`config.mk`:
```
export PLATFORM = sky130hd
export DESIGN_NAME = bcd_adj_unit
export DESIGN_NICKNAME = d
export VERILOG_FILES = /design/src/rtl/bcd_adj_pkg.sv /design/src/rtl/bcd_adj_detect.sv /design/src/rtl/bcd_adj_apply.sv /design/src/rtl/bcd_adj_flags.sv /design/src/rtl/bcd_adj_unit.sv
export SDC_FILE = /design/constraint.sdc
export NUM_CORES = 1
export LEC_CHECK = 0
export BUFFER_PORTS_ARGS = -buffer_cell sky130_fd_sc_hd__buf_2
export CAP_MARGIN = 30
export CORE_ASPECT_RATIO = 1.5
export CORE_UTILIZATION = 49
export DETAILED_ROUTE_END_ITERATION = 16
export GPL_TIMING_DRIVEN = 0
export PLACE_DENSITY = 0.77
export SYNTH_ARGS = -nofsm -noshare
export SYNTH_HDL_FRONTEND = slang
export SYNTH_SLANG_ARGS = --single-unit
```
`constraint.sdc`:
```
create_clock -name clk -period 3.6 [get_ports clk]
set_input_delay 0.54 -clock clk [delete_from_list [all_inputs] [get_ports clk]]
set_output_delay 0.54 -clock clk [all_outputs]
set_load 0.05 [all_outputs]
```
`src/rtl/bcd_adj_pkg.sv`:
```
package bcd_adj_pkg;

  localparam int unsigned DIGIT_W  = 4;
  localparam int unsigned DIGITS   = 2;
  localparam int unsigned BYTE_W   = DIGIT_W * DIGITS;
  localparam int unsigned DIGIT_MAX = 9;

  localparam logic [DIGIT_W-1:0] LO_LIMIT = DIGIT_W'(DIGIT_MAX);
  localparam logic [BYTE_W-1:0]  HI_LIMIT = {LO_LIMIT, LO_LIMIT};
  localparam logic [DIGIT_W-1:0] STEP     = DIGIT_W'(6);

  typedef struct packed {
    logic s;
    logic z;
    logic y;
    logic h;
    logic x;
    logic p;
    logic n;
    logic c;
  } flag_byte_t;

  typedef struct packed {
    logic lo_fix;
    logic hi_fix;
  } fix_sel_t;

endpackage

```
`src/rtl/bcd_adj_detect.sv`:
```
module bcd_adj_detect
  import bcd_adj_pkg::*;
(
  input  logic [BYTE_W-1:0] acc,
  input  logic              h_in,
  input  logic              c_in,
  output fix_sel_t          sel
);

  logic lo_over;
  logic hi_over;

  always_comb begin
    lo_over    = acc[DIGIT_W-1:0] > LO_LIMIT;
    hi_over    = acc > HI_LIMIT;
    sel.lo_fix = lo_over | h_in;
    sel.hi_fix = hi_over | c_in;
  end

endmodule

```
`src/rtl/bcd_adj_apply.sv`:
```
module bcd_adj_apply
  import bcd_adj_pkg::*;
(
  input  logic [BYTE_W-1:0] acc,
  input  logic              sub,
  input  fix_sel_t          sel,
  output logic [BYTE_W-1:0] result,
  output logic              half
);

  logic [BYTE_W-1:0]  corr;
  logic [DIGIT_W:0]   lo_step;
  logic [DIGIT_W:0]   lo_ext;
  logic [DIGIT_W:0]   lo_corr_ext;

  always_comb begin
    corr[DIGIT_W-1:0]      = sel.lo_fix ? STEP : '0;
    corr[BYTE_W-1:DIGIT_W] = sel.hi_fix ? STEP : '0;
    lo_ext      = {1'b0, acc[DIGIT_W-1:0]};
    lo_corr_ext = {1'b0, corr[DIGIT_W-1:0]};
    if (sub) begin
      lo_step = lo_ext - lo_corr_ext;
      result  = acc - corr;
    end else begin
      lo_step = lo_ext + lo_corr_ext;
      result  = acc + corr;
    end
    half = lo_step[DIGIT_W];
  end

endmodule

```
`src/rtl/bcd_adj_flags.sv`:
```
module bcd_adj_flags
  import bcd_adj_pkg::*;
(
  input  logic [BYTE_W-1:0] result,
  input  logic              half,
  input  logic              sub,
  input  fix_sel_t          sel,
  output flag_byte_t        flags
);

  always_comb begin
    flags.s = result[BYTE_W-1];
    flags.z = (result == '0);
    flags.y = result[5];
    flags.h = half;
    flags.x = result[3];
    flags.p = ~(^result);
    flags.n = sub;
    flags.c = sel.hi_fix;
  end

endmodule

```
`src/rtl/bcd_adj_unit.sv`:
```
module bcd_adj_unit
  import bcd_adj_pkg::*;
(
  input  logic        clk,
  input  logic        rst,
  input  logic        in_valid,
  input  logic [7:0]  acc_in,
  input  logic        n_in,
  input  logic        h_in,
  input  logic        c_in,
  output logic        out_valid,
  output logic [7:0]  acc_out,
  output logic [7:0]  flags_out
);

  fix_sel_t          sel;
  logic [BYTE_W-1:0] adj;
  logic              half;
  flag_byte_t        flg;

  bcd_adj_detect u_detect (
    .acc  (acc_in),
    .h_in (h_in),
    .c_in (c_in),
    .sel  (sel)
  );

  bcd_adj_apply u_apply (
    .acc    (acc_in),
    .sub    (n_in),
    .sel    (sel),
    .result (adj),
    .half   (half)
  );

  bcd_adj_flags u_flags (
    .result (adj),
    .half   (half),
    .sub    (n_in),
    .sel    (sel),
    .flags  (flg)
  );

  always_ff @(posedge clk) begin
    if (rst) begin
      out_valid <= 1'b0;
      acc_out   <= '0;
      flags_out <= '0;
    end else begin
      out_valid <= in_valid;
      if (in_valid) begin
        acc_out   <= adj;
        flags_out <= flg;
      end
    end
  end

endmodule

```
==> metrics.cfg, run 1 <==
[status]
status=complete, no violations

[worst_setup_path]
crit_required_ns=3.76
arrival_ns=3.49
critical_path.max_stage_delay_ns=0.40
regToRegEndpoint=acc_out[6]
path_buf_inv=2
r2r_start=acc_out[6]
crit_path_frequent_cell=ha_1
startpoint_type=input port
crit_path_end_kind=flip-flop
r2r_slack_ns=2.82
critPathKind=input port to flip-flop
crit_chain=buf_2 > o21a_1 > a211o_1 > a21oi_2 > ha_1 > inv_1 > o21ai_0 > ha_1 > nor2_1 > a311o_1 > xor2_1 > ha_1 > xnor2_1 > xnor2_1 > mux2i_1 > nor2_1
slowest_stage=a311o_1
critical_path_cell_count=16
r2r_cells=3
critPathMaxFanout=5
critPathTopFamily=compound AO/OA/AOI/OAI gates

[floorplan]
core_um2=1850
ios=31
die_w_um=38.4
dieArea_um2=2180
initial_core_util_pct=52.6
fp-row-count=19
die_y_um=56.6

[yosys]
ys.warnings.count=0
syn_area_um2=975
ys_ff_latch=14
synth_cell_types=35
syn-instance-count=114
synth_area_leader_cell=dfxtp_1
seq_area_frac_synth_pct=28.8
avgSynthCellArea_um2=8.55
synth_area_leaders=dfxtp_1 29%, ha_1 17%, xnor2_1 6.3%
synth_top_area_share_pct=28.8
synthesis.nets=141

[worst_hold_path]
holdPathStages=2
hold_end=acc_out[1]
hp-class=flip-flop to flip-flop
min_from=acc_out[1]

[power_and_ir_drop]
leakage_nw=0.595
p_sw_share_pct=41.6
pwr-share-seq_pct=32.7
power_switching_uw=229
p_int_uw=321
combPwrFrac_pct=51.6
power_uw=550
clockPowerShare_pct=15.7
power_density_nw_per_um2=467
irDropWorstVdd_v=0.000314

[route]
wl_per_cell_um=11.6
viasPerCell=5.20
drc_errors=0
ant_nets=0
dr.pass1.iters=6
num_vias=874
drt-initial-drc-count=11
routed_wl_um=1940

[final_layout]
drive_above_1_share_pct=28.6
fin_util_pct=63.5
fill_cells=158
syn_to_final_growth_pct=20.8
final_nets=176
antenna_cells=0
final_cell_mix=30 x buf_2, 14 x nor2_1, 14 x dfxtp_1
layout_commonest_cell=buf_2

[grt]
grt_pass1_vias=821
antenna_found_initial=0
grt_pass1_wl_um=3310
grt_overflow=0
grt_max_degree=11
grt_usage_pct=20.9

[clocking]
postCtsSetupRepairBufs=0
cts_tree=yes
post_cts_resized=0
cts.clk_slew.worst_paths_ns=0.08
cts_max_level=1
clockBufferDepth=2
holdBufCountCts=0
clkLatencyLatePin_ns=0.28
cts_sinks=14
cts-buffers-inserted=3
cts_root_buffer=clkbuf_4

[sta]
timing.final.crit_share_pct=92.5
finalSetupViolations=0
tightest_slew_ns=0.528
final-hold-violation-count=0
skew_ns=0
max_clock_freq_mhz=300
fin_crit_ns=3.33
rsz0062_at_grt=no
slew_headroom_pct=64.8
drv_slew=0

[placement]
numPortBuffers=30
gp_congestion=0.782
hpwl_um=1660

[run]
maxCapViolCount=0

## sequential cells by signal, summed over array words and instances, names as in the netlist
register,count
acc_out,8
flags_out,5
out_valid,1
## worst max path at each step
stage / to / start
2_1_floorplan: flags_out[2] / acc_in[1]
3_3_place_gp: flags_out[2] / acc_in[1]
3_5_place_dp: flags_out[2] / acc_in[1]
4_1_cts: flags_out[2] / acc_in[1]
5_1_grt: flags_out[2] / acc_in[1]
6_report: flags_out[2] / acc_in[1]
## power groups by stage
| stage | Combinational (mW) | Clock [mW] | Sequential, mW |
|---|---|---|---|
| after floorplan | 0.171 | 0 | 0.242 |
| after global placement | 0.280 | 0 | 0.183 |
| after detailed placement | 0.285 | 0 | 0.183 |
| after CTS | 0.286 | 0.0900 | 0.180 |
| after global routing | 0.316 | 0.0968 | 0.182 |
| final | 0.284 | 0.0865 | 0.180 |
## layout make-up
| type | count | area (um2) | area share [%] |
|---|---|---|---|
| well taps | 21 | 26.3 | 2.23 |
| plain buffers | 6 | 33.8 | 2.87 |
| inverters | 6 | 22.5 | 1.91 |
| flip-flops and latches | 14 | 280 | 23.8 |
| clock buffers | 3 | 22.5 | 1.91 |
| repair buffers | 30 | 150 | 12.8 |
| multi-input cells | 88 | 642 | 54.5 |
## synth_stat cells, drive strengths merged
cell type	number
clkbuf	2
nor3	1
a31oi	1
or4b	2
ha	13
nand3	1
o21ai	7
nand2	8
nor2b	2
xor2	4
mux2i	3
nand4	1
nor2	14
nand2b	4
a211oi	3
buf	4
a21oi	5
o22ai	2
xnor2	7
a211o	1
and2b	1
inv	6
o211ai	1
or2	2
dfxtp	14
nor3b	1
o21a	1
o211a	1
a311o	1
o221ai	1
## logic make-up (layout without fill, tap and decap cells)
kind of cell | Yosys count | count (layout) | synth area share [%]
compound gates | 24 | 24 | 16.2
xor+xnor | 11 | 11 | 9.88
fa+ha+maj | 13 | 13 | 16.7
buf+inv | 12 | 45 | 5.78
flops | 14 | 14 | 28.8
mux | 3 | 3 | 3.08
simple gates | 37 | 37 | 19.6
## worst register-to-register path, cell delays in order, from the launching register on
cell	delay (ns)
dfxtp_1	0.31
nor3b_1	0.13
a31oi_1	0.13
o211ai_1	0.10
## per-stage QoR
step	setup TNS (ns)	setup slack [ns]	hold slack, ns	cells	area [um2]
floorplan	0	0.297	0.612	114	975
global placement	-0.102	-0.102	0.466	165	1150
detailed placement	-0.174	-0.174	0.475	165	1150
CTS	0	0.133	0.489	168	1170
global route	0	0.000413	0.512	168	1180
finish	0	0.269	0.487	168	1180
## layer usage
layer / track usage (%) / routed length, um / up-vias
li1: - / - / 461
met1: 23.7 / 812 / 383
met2: 36.1 / 1030 / 24
met3: 3.56 / 55 / 6
met4: 9.36 / 48 / 0
met5: 0 / 0 / -
No activity file was read; power rests on OpenSTA's default activity.
==> run 2: changes to the inputs <==
--- a/config.mk
+++ b/config.mk
@@ -7,7 +7,6 @@
 export LEC_CHECK = 0
 export BUFFER_PORTS_ARGS = -buffer_cell sky130_fd_sc_hd__buf_2
 export CAP_MARGIN = 30
-export CORE_ASPECT_RATIO = 1.5
 export CORE_UTILIZATION = 49
 export DETAILED_ROUTE_END_ITERATION = 16
 export GPL_TIMING_DRIVEN = 0
==> constraint.sdc (replaced) <==
create_clock -name clk -period 3.8 [get_ports clk]
set_input_delay 0.57 -clock clk [delete_from_list [all_inputs] [get_ports clk]]
set_output_delay 0.57 -clock clk [all_outputs]
set_load 0.05 [all_outputs]
==> run 2 against run 1 <==
  * Wire length rose by 0.41%
  * Largest cell class unchanged
  * Die area fell by 0.17%
  * Highest routed layer unchanged
  * Combinational power fell by 6%
  * Sequential cell count did not move
  * Via count rose by 1.1%
  * First-iteration DRC count rose by 36%
  * Worst hold slack barely moved
==> metrics.cfg, run 2 (synthesis results as in run 1) <==
[sta]
tns_ns=0
finalSetupViolations=0
final-hold-violation-count=0
skew_ns=0
timing.final.crit_share_pct=90.2
fin_crit_ns=3.43
tightest_slew_ns=0.506
max_clock_freq_mhz=292
rsz0062_at_grt=no
slew_headroom_pct=66.2
drv_slew=0

[route]
route.met2.wl_um=922
wl_per_cell_um=11.3
dr.pass1.iters=4
drt-initial-drc-count=15
routed_wl_um=1950
top_layer=met4
drc_errors=0
met1_length_um=871
wl_met3_um=95
viasPerCell=5.11
num_vias=884
ant_nets=0

[grt]
antenna_found_initial=0
grt_overflow=0
grt_usage_pct=22.2
grt_pass1_vias=834
grt_max_degree=11
grt_pass1_wl_um=3370

[floorplan]
dieArea_um2=2170
core_um2=1800
die_w_um=46.6
ios=31
fp-row-count=15
die_y_um=46.6
initial_core_util_pct=54.1

[worst_hold_path]
hp-class=flip-flop to flip-flop

[clocking]
post_cts_resized=0
holdBufCountCts=0
cts_tree=yes
cts_root_buffer=clkbuf_4
clkLatencyLatePin_ns=0.28
clockBufferDepth=2
cts.clk_slew.worst_paths_ns=0.08
cts_max_level=1
cts-buffers-inserted=3
cts_sinks=14
postCtsSetupRepairBufs=0

[power_and_ir_drop]
p_int_uw=325
combPwrFrac_pct=49.1
p_sw_share_pct=40.5
clockPowerShare_pct=19.7
pwr-share-seq_pct=31.2
leakage_nw=0.602
power_density_nw_per_um2=458
power_switching_uw=221
irDropWorstVdd_v=0.000297

[final_layout]
antenna_cells=0
largest_reg_flops=8
ff_latch_area_um2=280
drive_above_1_share_pct=28.4
regMostFlops=acc_out
final_cell_mix=30 x buf_2, 14 x nor2_1, 14 x dfxtp_1
syn_to_final_growth_pct=22.3
finalInstanceArea_um2=1190
fill_cells=174
layout_commonest_cell=buf_2
multi_input_area_um2=638
final_nets=176
reg.largest.list=acc_out (8), flags_out (5), out_valid (1)

[worst_setup_path]
arrival_ns=3.59
critPathKind=input port to flip-flop
crit_path_end_kind=flip-flop
crit_required_ns=3.97
critPathMaxFanout=4
startpoint_type=input port

[run]
maxCapViolCount=0

[status]
status=complete, no violations

[placement]
hpwl_um=1630
gp_congestion=0.799
numPortBuffers=30
placed_cell_area_um2=1160

-- run 2: cell types whose count changed in the layout (fill, tap and decap cells not counted), sizes merged --
cell / previous run / this run
clkbuf: 5 / 6
-- run 2: critical path, stage by stage --
cell and delay, ns:
buf_2 0.11, o21a_1 0.19, a211o_1 0.29, a21oi_1 0.31
ha_1 0.29, inv_1 0.05, o21ai_0 0.08, ha_1 0.34
nor3_1 0.06, a311o_1 0.33, xor2_1 0.18, ha_1 0.30
xnor2_1 0.20, xnor2_1 0.10, mux2i_1 0.13, nor2_1 0.05
-- run 2: per-stage QoR --
| step | cells | util, % | power (mW) | worst slack, ns | hold WS, ns |
|---|---|---|---|---|---|
| 6_report | 173 | 66.2 | 0.547 | 0.374 | 0.486 |
| 5_1_grt | 173 | 66.2 | 0.584 | 0.149 | 0.497 |
| 3_3_place_gp | 169 | 64.2 | 0.439 | 0.0737 | 0.467 |
| 2_1_floorplan | 114 | - | 0.391 | 0.467 | 0.642 |
| 4_1_cts | 173 | 66.2 | 0.552 | 0.334 | 0.486 |
| 3_5_place_dp | 169 | 64.2 | 0.443 | 0.0348 | 0.474 |
-- run 2: worst paths after layout --
check / startpoint / end / slack [ns] / cells past startpoint
worst max-delay path: acc_in[1] / flags_out[2] / 0.37 / 16
worst min-delay path: acc_out[1] / acc_out[1] / 0.49 / 2
worst max register to register: acc_out[6] / acc_out[6] / 3.00 / 3
worst min register to register: acc_out[1] / acc_out[1] / 0.49 / 2
-- run 2: metal layers --
layer	global-route usage, %	vias up
met3	5.88	6
li1	-	459
met5	0	-
met2	37.5	30
met1	25.8	389
met4	10.0	0
-- run 2: final cells by class --
class                           instances  area share (%)
Multi-Input combinational cell         88            53.5
Sequential cell                        14            23.5
Timing Repair Buffer                   30            12.6
Clock buffer                            4            3.04
Buffer                                  6            2.83
Tap cell                               25            2.62
Inverter                                6            1.89
-- run 2: power by group through the flow --
stage	clock network, mW	logic (mW)	registers [mW]
5_1_grt	0.117	0.295	0.172
6_report	0.108	0.268	0.171
3_3_place_gp	0	0.266	0.173
3_5_place_dp	0	0.269	0.174
2_1_floorplan	0	0.162	0.229
4_1_cts	0.111	0.271	0.171
==> run 3: changes to the inputs <==
--- a/config.mk
+++ b/config.mk
@@ -7,10 +7,12 @@
 export LEC_CHECK = 0
 export BUFFER_PORTS_ARGS = -buffer_cell sky130_fd_sc_hd__buf_2
 export CAP_MARGIN = 30
-export CORE_UTILIZATION = 49
+export CORE_MARGIN = 2
+export CORE_UTILIZATION = 52
+export CTS_BUF_LIST = sky130_fd_sc_hd__clkbuf_2
 export DETAILED_ROUTE_END_ITERATION = 16
 export GPL_TIMING_DRIVEN = 0
-export PLACE_DENSITY = 0.77
+export PLACE_DENSITY = 0.81
 export SYNTH_ARGS = -nofsm -noshare
 export SYNTH_HDL_FRONTEND = slang
 export SYNTH_SLANG_ARGS = --single-unit
==> run 3 against run 2 <==
  * Sequential power is essentially flat
  * Global-route usage shrank 2.0 points
  * Critical path depth is the same
  * Maximum frequency shrank 0.97%
  * Die area grew 3.0%
  * Clock power shrank 35%
  * Setup slack lost 0.033 ns
  * Design area shrank 1.5%
  * Sequential share of layout area grew 0.35 points
  * Wire length grew 0.77%
  * Critical path type unchanged
  * Critical endpoint unchanged
==> metrics.cfg, run 3 (synthesis results as in run 1) <==
[status]
status=complete, no violations

[worst_setup_path]
arrival_ns=3.62
crit_path_end_kind=flip-flop
critPathMaxFanout=4
crit_chain=buf_2 > o21a_1 > a211o_1 > a21oi_1 > ha_1 > inv_1 > o21ai_0 > ha_1 > nor3_1 > a311o_1 > xor2_1 > ha_1 > xnor2_1 > xnor2_1 > mux2i_1 > nor2_1
r2r_cells=3
crit_path_frequent_cell=ha_1
regToRegEndpoint=acc_out[6]
r2r_slack_ns=2.99
r2r_start=acc_out[6]
startpoint_type=input port
critical_path.max_stage_delay_ns=0.35
slowest_stage=ha_1
crit_required_ns=3.96
critPathKind=input port to flip-flop

[final_layout]
drive_above_1_share_pct=27.7
antenna_cells=0
syn_to_final_growth_pct=20.5
fin_cells=173
largest_reg_flops=8
regMostFlops=acc_out
fin_util_pct=67.3
layout_commonest_cell=buf_2
final_nets=176
reg.largest.list=acc_out (8), flags_out (5), out_valid (1)
finalInstanceArea_um2=1170
final_cell_mix=30 x buf_2, 14 x nor2_1, 14 x dfxtp_1

[sta]
rsz0062_at_grt=no
max_clock_freq_mhz=289
finalSetupViolations=0
drv_slew=0
fin_crit_ns=3.46
tightest_slew_ns=0.489
slew_headroom_pct=67.4
tns_ns=0
timing.final.crit_share_pct=91.0
final-hold-violation-count=0
skew_ns=0

[floorplan]
die_w_um=47.3
dieArea_um2=2240
initial_core_util_pct=55.8
die_y_um=47.3
core_um2=1750
ios=31
fp-row-count=15

[grt]
antenna_found_initial=0
grt_pass1_wl_um=3190
grt_max_degree=11
grt_usage_pct=20.2
grt_overflow=0
grt_pass1_vias=793

[clocking]
cts_max_level=1
cts-buffers-inserted=3
cts_root_buffer=clkbuf_2
cts_tree=yes
clockBufferDepth=2
post_cts_resized=0
holdBufCountCts=0
postCtsSetupRepairBufs=0
clkLatencyLatePin_ns=0.27
cts_sinks=14
cts.clk_slew.worst_paths_ns=0.13

[worst_hold_path]
holdPathStages=2
min_from=acc_out[1]
hp-class=flip-flop to flip-flop
hold_end=acc_out[1]

[placement]
gp_congestion=0.809
placed_cell_area_um2=1160
numPortBuffers=30
hpwl_um=1660
dp_cells=169

[route]
drc_errors=0
viasPerCell=5.21
drt-initial-drc-count=24
routed_wl_um=1960
num_vias=902
wl_per_cell_um=11.4
dr.pass1.iters=4
ant_nets=0

[power_and_ir_drop]
irDropWorstVdd_v=0.000302
power_density_nw_per_um2=437
leakage_nw=0.595
power_uw=513

[run]
maxCapViolCount=0

-- run 3: worst max-delay path, delay by kind of cell --
family	cells	cell delay (ns)
compound gates	5	1.21
xor+xnor	3	0.49
fa+ha+maj	3	0.94
buf+inv	2	0.16
mux	1	0.13
simple gates	2	0.11
-- run 3: area by class of cell --
type                    instances  area, um2
clock buffers                   3       15.0
fillers                       155        571
clock inverters                 1       3.75
flip-flops and latches         14        280
multi-input cells              88        638
repair buffers                 30        150
plain buffers                   6       33.8
well taps                      25       31.3
inverters                       6       22.5
-- run 3: worst max-delay path by stage --
stage,slack (ns),to,cells past startpoint,startpoint
6_report,0.34,flags_out[2],16,acc_in[1]
5_1_grt,0.14,flags_out[2],16,acc_in[1]
4_1_cts,0.34,flags_out[2],16,acc_in[1]
3_5_place_dp,0.03,flags_out[2],16,acc_in[1]
3_3_place_gp,0.08,flags_out[2],16,acc_in[1]
2_1_floorplan,0.47,flags_out[2],15,acc_in[1]
-- run 3: power by group --
group | total (mW) | internal, mW | switching [mW]
Clock | 0.0697 | 0.0229 | 0.0468
Combinational | 0.272 | 0.104 | 0.168
Sequential | 0.171 | 0.163 | 0.00798
-- run 3: layer usage --
metal	routed length, um	track usage, %	up-vias	share of wire (%)
met3	111	6.54	4	5.7
met4	17	6.67	0	0.87
li1	-	-	462	-
met1	859	23.6	414	44
met2	976	34.6	22	50
met5	0	0	-	0
-- run 3: through the flow --
stage / hold WS (ns) / worst slack (ns)
global placement: 0.465 / 0.0762
finish: 0.495 / 0.340
detailed placement: 0.474 / 0.0336
CTS: 0.489 / 0.341
global route: 0.501 / 0.141
floorplan: 0.642 / 0.467
